[config.mk]
export PLATFORM = sky130hd
export DESIGN_NAME = sadd_top
export DESIGN_NICKNAME = d
export VERILOG_FILES = /design/src/rtl/sadd_pkg.sv /design/src/rtl/sadd_fa.sv /design/src/rtl/sadd_shreg.sv /design/src/rtl/sadd_ctrl.sv /design/src/rtl/sadd_top.sv
export SDC_FILE = /design/constraint.sdc
export NUM_CORES = 1
export LEC_CHECK = 0
export BUFFER_PORTS_ARGS = -buffer_cell sky130_fd_sc_hd__buf_4
export CELL_PAD_IN_SITES_DETAIL_PLACEMENT = 1
export CELL_PAD_IN_SITES_GLOBAL_PLACEMENT = 1
export CORE_AREA = 2 2 53 60
export DETAILED_ROUTE_END_ITERATION = 16
export DIE_AREA = 0 0 55 62
export PLACE_DENSITY_LB_ADDON = 0.1
export SYNTH_ARGS = -nofsm -noshare
export SYNTH_HDL_FRONTEND = slang
export SYNTH_SLANG_ARGS = --single-unit
[constraint.sdc]
create_clock -name clk -period 1.82 [get_ports clk]
set_input_delay 0.182 -clock clk [delete_from_list [all_inputs] [get_ports clk]]
set_output_delay 0.182 -clock clk [all_outputs]
set_load 0.005 [all_outputs]
[src/rtl/sadd_pkg.sv]
package sadd_pkg;

    typedef enum logic {
        PH_IDLE = 1'b0,
        PH_RUN  = 1'b1
    } phase_e;

    typedef enum logic [1:0] {
        SR_HOLD  = 2'd0,
        SR_LOAD  = 2'd1,
        SR_SHIFT = 2'd2
    } sr_op_e;

endpackage

[src/rtl/sadd_fa.sv]
module sadd_fa (
    input  logic x,
    input  logic y,
    input  logic cin,
    output logic s,
    output logic cout
);
    always_comb begin
        s    = x ^ y ^ cin;
        cout = (x & y) | (cin & (x ^ y));
    end
endmodule

[src/rtl/sadd_shreg.sv]
module sadd_shreg
    import sadd_pkg::*;
#(
    parameter int WIDTH = 8
) (
    input  logic             clk,
    input  logic             rst_n,
    input  sr_op_e           op,
    input  logic [WIDTH-1:0] par_in,
    input  logic             ser_in,
    output logic [WIDTH-1:0] q,
    output logic             lsb
);
    logic [WIDTH-1:0] data_d, data_q;

    // each stage picks neighbour (shift), parallel input (load) or itself
    for (genvar i = 0; i < WIDTH; i++) begin : g_stage
        logic nbr;
        if (i == WIDTH - 1) begin : g_top
            assign nbr = ser_in;
        end else begin : g_mid
            assign nbr = data_q[i+1];
        end
        always_comb begin
            unique case (op)
                SR_SHIFT: data_d[i] = nbr;
                SR_LOAD:  data_d[i] = par_in[i];
                default:  data_d[i] = data_q[i];
            endcase
        end
    end

    always_ff @(posedge clk) begin
        if (!rst_n) data_q <= '0;
        else        data_q <= data_d;
    end

    assign q   = data_q;
    assign lsb = data_q[0];
endmodule

[src/rtl/sadd_ctrl.sv]
module sadd_ctrl
    import sadd_pkg::*;
#(
    parameter int WIDTH = 8
) (
    input  logic   clk,
    input  logic   rst_n,
    input  logic   start,
    input  logic   load_req,
    input  logic   carry_new,
    output sr_op_e op,
    output logic   carry,
    output logic   busy,
    output logic   done
);
    localparam int CW = (WIDTH > 1) ? $clog2(WIDTH) : 1;
    localparam logic [CW-1:0] LAST = CW'(WIDTH - 1);

    typedef struct packed {
        phase_e        phase;
        logic [CW-1:0] cnt;
        logic          carry;
        logic          done;
    } ctl_t;

    ctl_t st_d, st_q;

    always_comb begin
        st_d      = st_q;
        st_d.done = 1'b0;
        op        = SR_HOLD;
        unique case (st_q.phase)
            PH_IDLE: begin
                if (load_req) begin
                    op = SR_LOAD;            // load wins over start
                end else if (start) begin
                    st_d.phase = PH_RUN;
                    st_d.cnt   = '0;
                    st_d.carry = 1'b0;
                end
            end
            default: begin
                op         = SR_SHIFT;
                st_d.carry = carry_new;
                if (st_q.cnt == LAST) begin
                    st_d.phase = PH_IDLE;
                    st_d.done  = 1'b1;
                end else begin
                    st_d.cnt = st_q.cnt + 1'b1;
                end
            end
        endcase
    end

    always_ff @(posedge clk) begin
        if (!rst_n) st_q <= '{phase: PH_IDLE, cnt: '0, carry: 1'b0, done: 1'b0};
        else        st_q <= st_d;
    end

    assign carry = st_q.carry;
    assign busy  = (st_q.phase == PH_RUN);
    assign done  = st_q.done;
endmodule

[src/rtl/sadd_top.sv]
module sadd_top
    import sadd_pkg::*;
#(
    parameter int   WIDTH = 8,
    parameter logic FILL  = 1'b0
) (
    input  logic             clk,
    input  logic             rst_n,
    input  logic             load_en,
    input  logic [WIDTH-1:0] a_in,
    input  logic [WIDTH-1:0] b_in,
    input  logic             start,
    output logic             busy,
    output logic             done,
    output logic [WIDTH-1:0] sum_out,
    output logic             carry_out
);
    sr_op_e           op;
    logic             a_lsb, b_lsb, sum_bit, carry_new, carry_q;
    logic [WIDTH-1:0] b_q;

    sadd_ctrl #(.WIDTH(WIDTH)) u_ctrl (
        .clk(clk), .rst_n(rst_n), .start(start), .load_req(load_en),
        .carry_new(carry_new), .op(op), .carry(carry_q),
        .busy(busy), .done(done)
    );

    sadd_shreg #(.WIDTH(WIDTH)) u_reg_a (
        .clk(clk), .rst_n(rst_n), .op(op), .par_in(a_in),
        .ser_in(sum_bit), .q(sum_out), .lsb(a_lsb)
    );

    sadd_shreg #(.WIDTH(WIDTH)) u_reg_b (
        .clk(clk), .rst_n(rst_n), .op(op), .par_in(b_in),
        .ser_in(FILL), .q(b_q), .lsb(b_lsb)
    );

    sadd_fa u_fa (
        .x(a_lsb), .y(b_lsb), .cin(carry_q), .s(sum_bit), .cout(carry_new)
    );

    assign carry_out = carry_q;
endmodule

Yosys cells after proc, flatten, opt, wreduce, memory -nomap -nowiden

Index checks and enable logic that the tools add are counted.

Register bits: 22
Input bits: 20
Output and inout port bits: 11
Logic and storage cells: 46

Add/subtract/negate cells: 1
Equality and inequality tests: 5
Mux-type cells: 24
Bitwise operators: 5
Reductions and logical operators: 5

Operator list:

| cell                | number |
|---|---|
| $pmux 1 s2          | 16 |
| $mux 5              | 3 |
| $reduce_and 2->1    | 2 |
| $reduce_bool 2->1   | 2 |
| $add 3x1->3 const B | 1 |
| $eq 3x3->1 const B  | 1 |
| $mux 1              | 3 |
| $mux 3              | 1 |
| $reduce_and 3->1    | 1 |
| $and 1x1->1         | 2 |
| $eq 2x1->1 const B  | 1 |
| $eq 2x2->1 const B  | 1 |
| $mux 2              | 1 |
| $ne 2x1->1 const B  | 1 |
| $ne 2x2->1 const B  | 1 |
| $xor 1x1->1         | 2 |
| $or 1x1->1          | 1 |

Logic depth before layout (Yosys ltp)

Gate-level depths: netlist (run 1).

Depth after elaboration: 4
Gate-level depth with buffers: 5
Mapped depth without buffers: 5

By module

Synthesis (run 1) repeated with hierarchy kept, for this count alone.

Cells, all modules: 101
Area, all modules: 1226.2 µm²

By module, submodules not included:

| module     | instances | cells an instance | area an instance (µm²) | sequential area each (µm²) |
|---|---|---|---|---|
| sadd_shreg | 2         | 38                | 464.2                  | 160.2 |
| sadd_ctrl  | 1         | 23                | 274.0                  | 120.1 |
| sadd_fa    | 1         | 1                 | 20.0                   | 0.0 |
| sadd_top   | 1         | 1                 | 3.8                    | 0.0 |

Worst setup path after synthesis (run 1)

OpenSTA, ideal clock, no wires.

Path type: reg-to-reg
From: register u_ctrl.st_q[2] (netlist name)
To: register u_ctrl.st_q[2] (netlist name)
Library setup time: 0.121 ns
Arrival: 1.193 ns
Data required time: 1.699 ns
Path slack: 0.505 ns
Cell stages (with the launch flop): 6
Buffers on the path: 0
Clock period less this slack: 1.315 ns
Cells stage by stage: dfxtp_1 -> ha_1 -> ha_1 -> and2b_1 -> nor3b_2 -> mux2_4

Cells in the longest elaborated chain, start to end: 3
Elaborated cells between the ends (all ways): 6
Classes of those cells: add/sub: 1; eq/ne: 2; mux: 2; reduce/logical: 1

RTL lines:

| what                                              | RTL line                         | source |
|---|---|---|
| start: declaration                                | sadd_ctrl.sv:26                  | `ctl_t st_d, st_q;` |
| start signal: assignment                          | sadd_ctrl.sv:56                  | `if (!rst_n) st_q <= '{phase: PH_IDLE, cnt: '0, carry: 1'b0, done: 1'b0};` |
| start signal: assignment                          | sadd_ctrl.sv:57                  | `else st_q <= st_d;` |
| $add 3x1->3 / $eq 3x3->1 (equally long branches)  | sadd_ctrl.sv:49, sadd_ctrl.sv:45 |  |
| $mux 3 / $ne 2x2->1 (equally long branches)       | -                                |  |
| $mux 5 / $reduce_and 3->1 (equally long branches) | -                                |  |

Parallel ways exist; a longest one is shown, timed or not. The select of a mux whose other input is x is not followed.
A chain may end at the register's enable or synchronous reset.

Final worst setup path (run 1)

Ends and elaborated chain as after synthesis.

==> results of run 1 <==
cells in the final DEF (no fill, tap or decap), types with 2 or more instances in the layout:
| master | netlist | layout |
|---|---|---|
| nand2b_1 | 2 | 2 |
| inv_1 | 4 | 4 |
| a22o_1 | 2 | 2 |
| buf_4 | 1 | 32 |
| clkbuf_4 | 0 | 3 |
| dfxtp_1 | 22 | 22 |
| mux2i_1 | 15 | 15 |
| a21oi_1 | 15 | 15 |
| and3_1 | 2 | 2 |
| nand2_1 | 3 | 3 |
| o21ai_1 | 14 | 14 |
| ha_1 | 2 | 2 |
Yosys cell counts:
library cell,instances
and3_1,2
mux2i_1,15
nor2_1,1
o21ai_1,14
nand3_1,1
buf_4,1
o21a_1,1
mux2_1,1
nor3b_4,1
ha_1,2
a21oi_1,15
dfxtp_1,22
buf_2,4
and2b_1,1
inv_1,4
nand2b_1,2
a22o_1,2
mux2_4,1
buf_6,2
fa_1,1
nor3b_2,1
nand2_1,3
a21boi_1,1
clkbuf_1,1
layout make-up:
type / count / area [um2] / area share (%)
Clock buffer: 3 / 22.5 / 1.81
Inverter: 4 / 15.0 / 1.21
Tap cell: 34 / 42.5 / 3.42
Multi-Input combinational cell: 65 / 483 / 38.8
Timing Repair Buffer: 32 / 240 / 19.3
Sequential cell: 22 / 440 / 35.4
per-layer routing:
| layer | vias to the layer above | track usage (%) | share of wire [%] |
|---|---|---|---|
| met4 | 0 | 8.36 | 2.3 |
| met3 | 4 | 2.39 | 5.1 |
| met5 | - | 0 | 0 |
| met1 | 361 | 17.4 | 46 |
| li1 | 411 | - | - |
| met2 | 18 | 20.9 | 46 |
power by group:
group,switching [mW],total (mW),internal [mW]
clock network,0.133,0.210,0.0770
logic,0.0749,0.173,0.0985
registers,0.0266,0.545,0.518
total,0.235,0.928,0.694
sequential cells by signal, indices dropped and copies added, names as in the netlist:
register / cells
u_ctrl.carry: 1
u_reg_b.q: 8
u_ctrl.st_q: 3
u_ctrl.done: 1
u_ctrl.busy: 1
u_reg_a.q: 8
kinds of logic (layout without fill, tap and decap cells):
logic type	Yosys count	count (layout)	synth area share, %
buf+inv	12	39	6.94
fa+ha+maj	3	3	4.54
flops	22	22	44.4
mux	17	17	17.8
simple gates	12	12	8.45
compound gates	33	33	17.9
path summary, 6_finish.rpt:
check / slack [ns] / end / cells past startpoint
worst min register to register: 0.49 / u_ctrl.carry / 2
worst max register to register: 0.41 / u_ctrl.st_q[2] / 5
worst max-delay path: 0.41 / u_ctrl.st_q[2] / 5
worst min-delay path: 0.17 / u_reg_a.q[5] / 3
through the flow:
stage                     hold WS (ns)  worst slack [ns]  std cells
after floorplan                  0.382             0.505         99
after global placement           0.467             0.472        157
after detailed placement         0.475             0.409        157
after CTS                        0.166             0.387        160
after global routing             0.172             0.320        160
final                            0.170             0.409        160
worst reg2reg max path: cells and delay by family, from the launching register on:
kind | cells | cell delay (ns)
muxes | 1 | 0.26
and+or+nand+nor | 2 | 0.31
DFF | 1 | 0.34
adders and majority gates | 2 | 0.40
==> impl_metrics.json, run 1 <==
{
  "drt_iter0_drc": 5,
  "numCtsBuffers": 3,
  "cts_root_buffer": "clkbuf_4",
  "yosys_register_bits": 22,
  "crit_family": "adder cells",
  "ios": 31,
  "avgSynthCellArea_um2": 10.0,
  "max_cap_violations": 0,
  "cts_sinks": 22,
  "mappedNetlistNets": 122,
  "worstSetupPathType": "flip-flop to flip-flop",
  "power.density_nw_per_um2": 746,
  "status": "finished clean",
  "vdd_drop_max_mv": 0.403,
  "fin_skew_ns": 0.00312,
  "critPathLaunchType": "flip-flop",
  "grt_pass1_wl_um": 3260,
  "place_area_um2": 1220,
  "rsz0062_at_grt": "no",
  "crit_buf_inv": 0,
  "timing.rr.start": "u_ctrl.st_q[2]",
  "fmax_mhz": 709,
  "period_share_pct": 77.5,
  "ctsHtreeMaxLevel": 1,
  "cts_tree": "built",
  "syn_area_um2": 992,
  "worstPathRequired_ns": 2.01,
  "crit_start": "u_ctrl.st_q[2]",
  "cts_buffer_depth": 2,
  "die_h_um": 62,
  "die_x_um": 55,
  "holdBufCountCts": 0,
  "slowest_delay_ns": 0.34,
  "end_kind": "flip-flop",
  "cp_common_cell": "ha_1",
  "ctsResizeCount": 0,
  "p_leak_nw": 0.575,
  "viasPerCell": 4.96,
  "portBuffers": 30,
  "core_um2": 2890,
  "synth_area_leader_cell": "dfxtp_1",
  "synth-seq-area-share_pct": 44.4,
  "min_path_type": "input port to flip-flop",
  "ys_warn_count": 0,
  "diodes": 0,
  "synth_top_area_share_pct": 44.4,
  "post-route-drc-count": 0,
  "antenna_found_initial": 0,
  "grt_pass1_vias": 730,
  "dieArea_um2": 3410,
  "cp_slowest_cell": "dfxtp_1",
  "area_growth_pct": 25.3,
  "final_nets": 151,
  "critical_path_arrival_ns": 1.60,
  "tns_ns": 0,
  "path_clk_slew_ns": 0.11,
  "fin_util_pct": 43.0,
  "slew_headroom_pct": 79.7,
  "drt_pre_antenna_iters": 4,
  "grt-ovfl-total": 0,
  "clk_latency_ns": 0.29,
  "cp_cell_sequence": "ha_1 > ha_1 > and2b_1 > nor3b_2 > mux2_4",
  "rows": 21,
  "synth_area_leaders": "dfxtp_1, mux2i_1, a21oi_1",
  "nFillCells": 338,
  "ant_nets": 0,
  "start_util_pct": 34.3,
  "vias": 794,
  "final-hold-violation-count": 0,
  "hp-start": "a_in[5]",
  "syn-instance-count": 99,
  "setup_violations": 0,
  "routed_wl_um": 2040,
  "track_usage_pct": 13.5,
  "grt_max_degree": 22,
  "cp_max_fo": 3,
  "dp_hpwl_um": 1470,
  "power.total_mw": 0.928,
  "post-cts-setup-buffers": 0,
  "final_cell_area_um2": 1240,
  "drive_gt1_share_pct": 30.2,
  "yosys.cell_types.count": 24,
  "wl_per_cell_um": 12.8,
  "min_period_ns": 1.41,
  "routabilityCongestion": 0.602,
  "drv_slew": 0,
  "tightestPinTransition_ns": 0.304
}
(Power assumes the default switching activity.)
==> run 2, diff against run 1 <==
- CORE_AREA: 2 2 53 60 -> 2 2 56 63
- DIE_AREA: 0 0 55 62 -> 0 0 58 65
- clock period: 1.82 -> 1.19 ns (I/O delays scaled with it)
==> run 2 against run 1 <==
  * The run now ends with negative setup slack left
  * Die area up 11%
  * Critical path depth did not move
  * Maximum frequency increased by 6.7%
  * Worst hold slack worse by 0.075 ns
  * Setup slack got worse by 0.54 ns
  * Global-route usage is 0.43 points lower
  * Wire length grew 7.3%
  * Largest cell class unchanged
  * Highest routed layer unchanged
==> impl_metrics.json, run 2 (synthesis results as in run 1) <==
{
  "status": "complete, but fails checks",
  "violations": "negative setup slack",
  "tightestPinTransition_ns": 0.248,
  "min_path_cells": 3,
  "portBuffers": 30,
  "path_clk_slew_ns": 0.12,
  "period_share_pct": 111,
  "slew_headroom_pct": 83.4,
  "dieArea_um2": 3770,
  "hold_end": "u_reg_a.q[6]",
  "cts_sinks": 22,
  "cp_max_fo": 3,
  "mostFrequentLayoutCells": "buf_4, dfxtp_1, mux2i_1",
  "ant_nets": 0,
  "clk_latency_ns": 0.30,
  "fmax_mhz": 757,
  "rows": 22,
  "setup_violations": 4,
  "drv_slew": 0,
  "ctsHtreeMaxLevel": 1,
  "final_cell_area_um2": 1360,
  "die_h_um": 65,
  "vias": 810,
  "regArea_um2": 448,
  "worstPathRequired_ns": 1.40,
  "setup_ws_ns": -0.132,
  "routed_wl_um": 2190,
  "start_util_pct": 31.1,
  "cts_root_buffer": "clkbuf_4",
  "area_growth_pct": 37.1,
  "power.density_nw_per_um2": 1140,
  "vdd_drop_max_mv": 0.548,
  "r2r_end": "u_ctrl.st_q[2]",
  "worstSetupPathType": "flip-flop to flip-flop",
  "timing.rr.start": "u_ctrl.st_q[2]",
  "post-route-drc-count": 0,
  "fin_skew_ns": 0.00140,
  "critPathLaunchType": "flip-flop",
  "tns_ns": -0.350,
  "numCtsBuffers": 3,
  "dp_hpwl_um": 1570,
  "fin_util_pct": 42.6,
  "grt_pass1_vias": 871,
  "drt_pre_antenna_iters": 2,
  "final_nets": 157,
  "viasPerCell": 4.79,
  "grt_max_degree": 31,
  "worstRegToRegCells": 5,
  "routabilityCongestion": 0.655,
  "hold_ws_ns": 0.0951,
  "die_x_um": 58,
  "grt-ovfl-total": 0,
  "drt_iter0_drc": 9,
  "wl_per_cell_um": 13.0,
  "layout_commonest_cell": "buf_4",
  "multi_input_area_um2": 518,
  "final-hold-violation-count": 0,
  "track_usage_pct": 13.1,
  "grt_pass1_wl_um": 3860,
  "end_kind": "flip-flop",
  "nFillCells": 369,
  "diodes": 0,
  "p_leak_nw": 0.619,
  "antenna_found_initial": 0,
  "critical_path_arrival_ns": 1.53,
  "rsz0062_at_grt": "yes",
  "cts_buffer_depth": 2,
  "core_um2": 3190,
  "max_cap_violations": 0,
  "rrSetupSlack_ns": -0.13,
  "cts_tree": "built",
  "ios": 31,
  "min_path_type": "input port to flip-flop",
  "place_area_um2": 1300,
  "min_period_ns": 1.32,
  "stdcell_count": 169,
  "drive_gt1_share_pct": 42.1,
  "placed_cells": 164,
  "hp-start": "a_in[6]",
  "crit_start": "u_ctrl.st_q[2]"
}
==> run 2: layout make-up <==
cell class | instances | area share, %
Timing Repair Buffer | 38 | 21.9
Sequential cell | 22 | 32.9
Inverter | 4 | 1.10
Multi-Input combinational cell | 65 | 38.1
Clock buffer | 4 | 2.67
Tap cell | 36 | 3.31
==> run 2: power breakdown <==
group          leakage (nW)  switching (mW)  internal, mW  total (mW)
clock                0.0210           0.231         0.187       0.417
combinational         0.414           0.126         0.173       0.298
sequential            0.184          0.0397         0.795       0.835
==> run 2: worst max path at each step <==
stage	end	cells after the start	slack, ns
2_1_floorplan	u_ctrl.st_q[2]	5	-0.06
3_3_place_gp	u_ctrl.st_q[2]	5	-0.07
3_5_place_dp	u_ctrl.st_q[2]	5	-0.11
4_1_cts	u_ctrl.st_q[4]	5	-0.11
5_1_grt	u_ctrl.st_q[3]	5	-0.18
6_report	u_ctrl.st_q[2]	5	-0.13
==> run 2: per-stage QoR <==
step | worst slack (ns) | power [mW]
2_1_floorplan | -0.0563 | 1.01
3_3_place_gp | -0.0705 | 1.14
3_5_place_dp | -0.110 | 1.14
4_1_cts | -0.112 | 1.57
5_1_grt | -0.178 | 1.65
6_report | -0.132 | 1.55
==> run 2: what timing repair did <==
action                     4_1_cts  5_1_grt
hold buffers                     0        0
resized for setup                5        3
setup endpoints to repair        5        6
gates cloned                     0        0
buffers inserted                 1        0
pin swaps                        7        3
==> run 2: worst max-delay path, stage by stage (launching register included) <==
cell and delay [ns]:
dfxtp_2 0.36, ha_4 0.16, ha_4 0.15, and2b_1 0.24, nor3b_4 0.06, mux2_4 0.26
==> run 2: routing by layer <==
metal  vias up  GRT usage [%]  wire [um]
li1        417              -          -
met1       373           16.8        968
met2        18           22.2       1090
met3         2           2.59        115
met4         0           3.49         16
met5         -              0          0
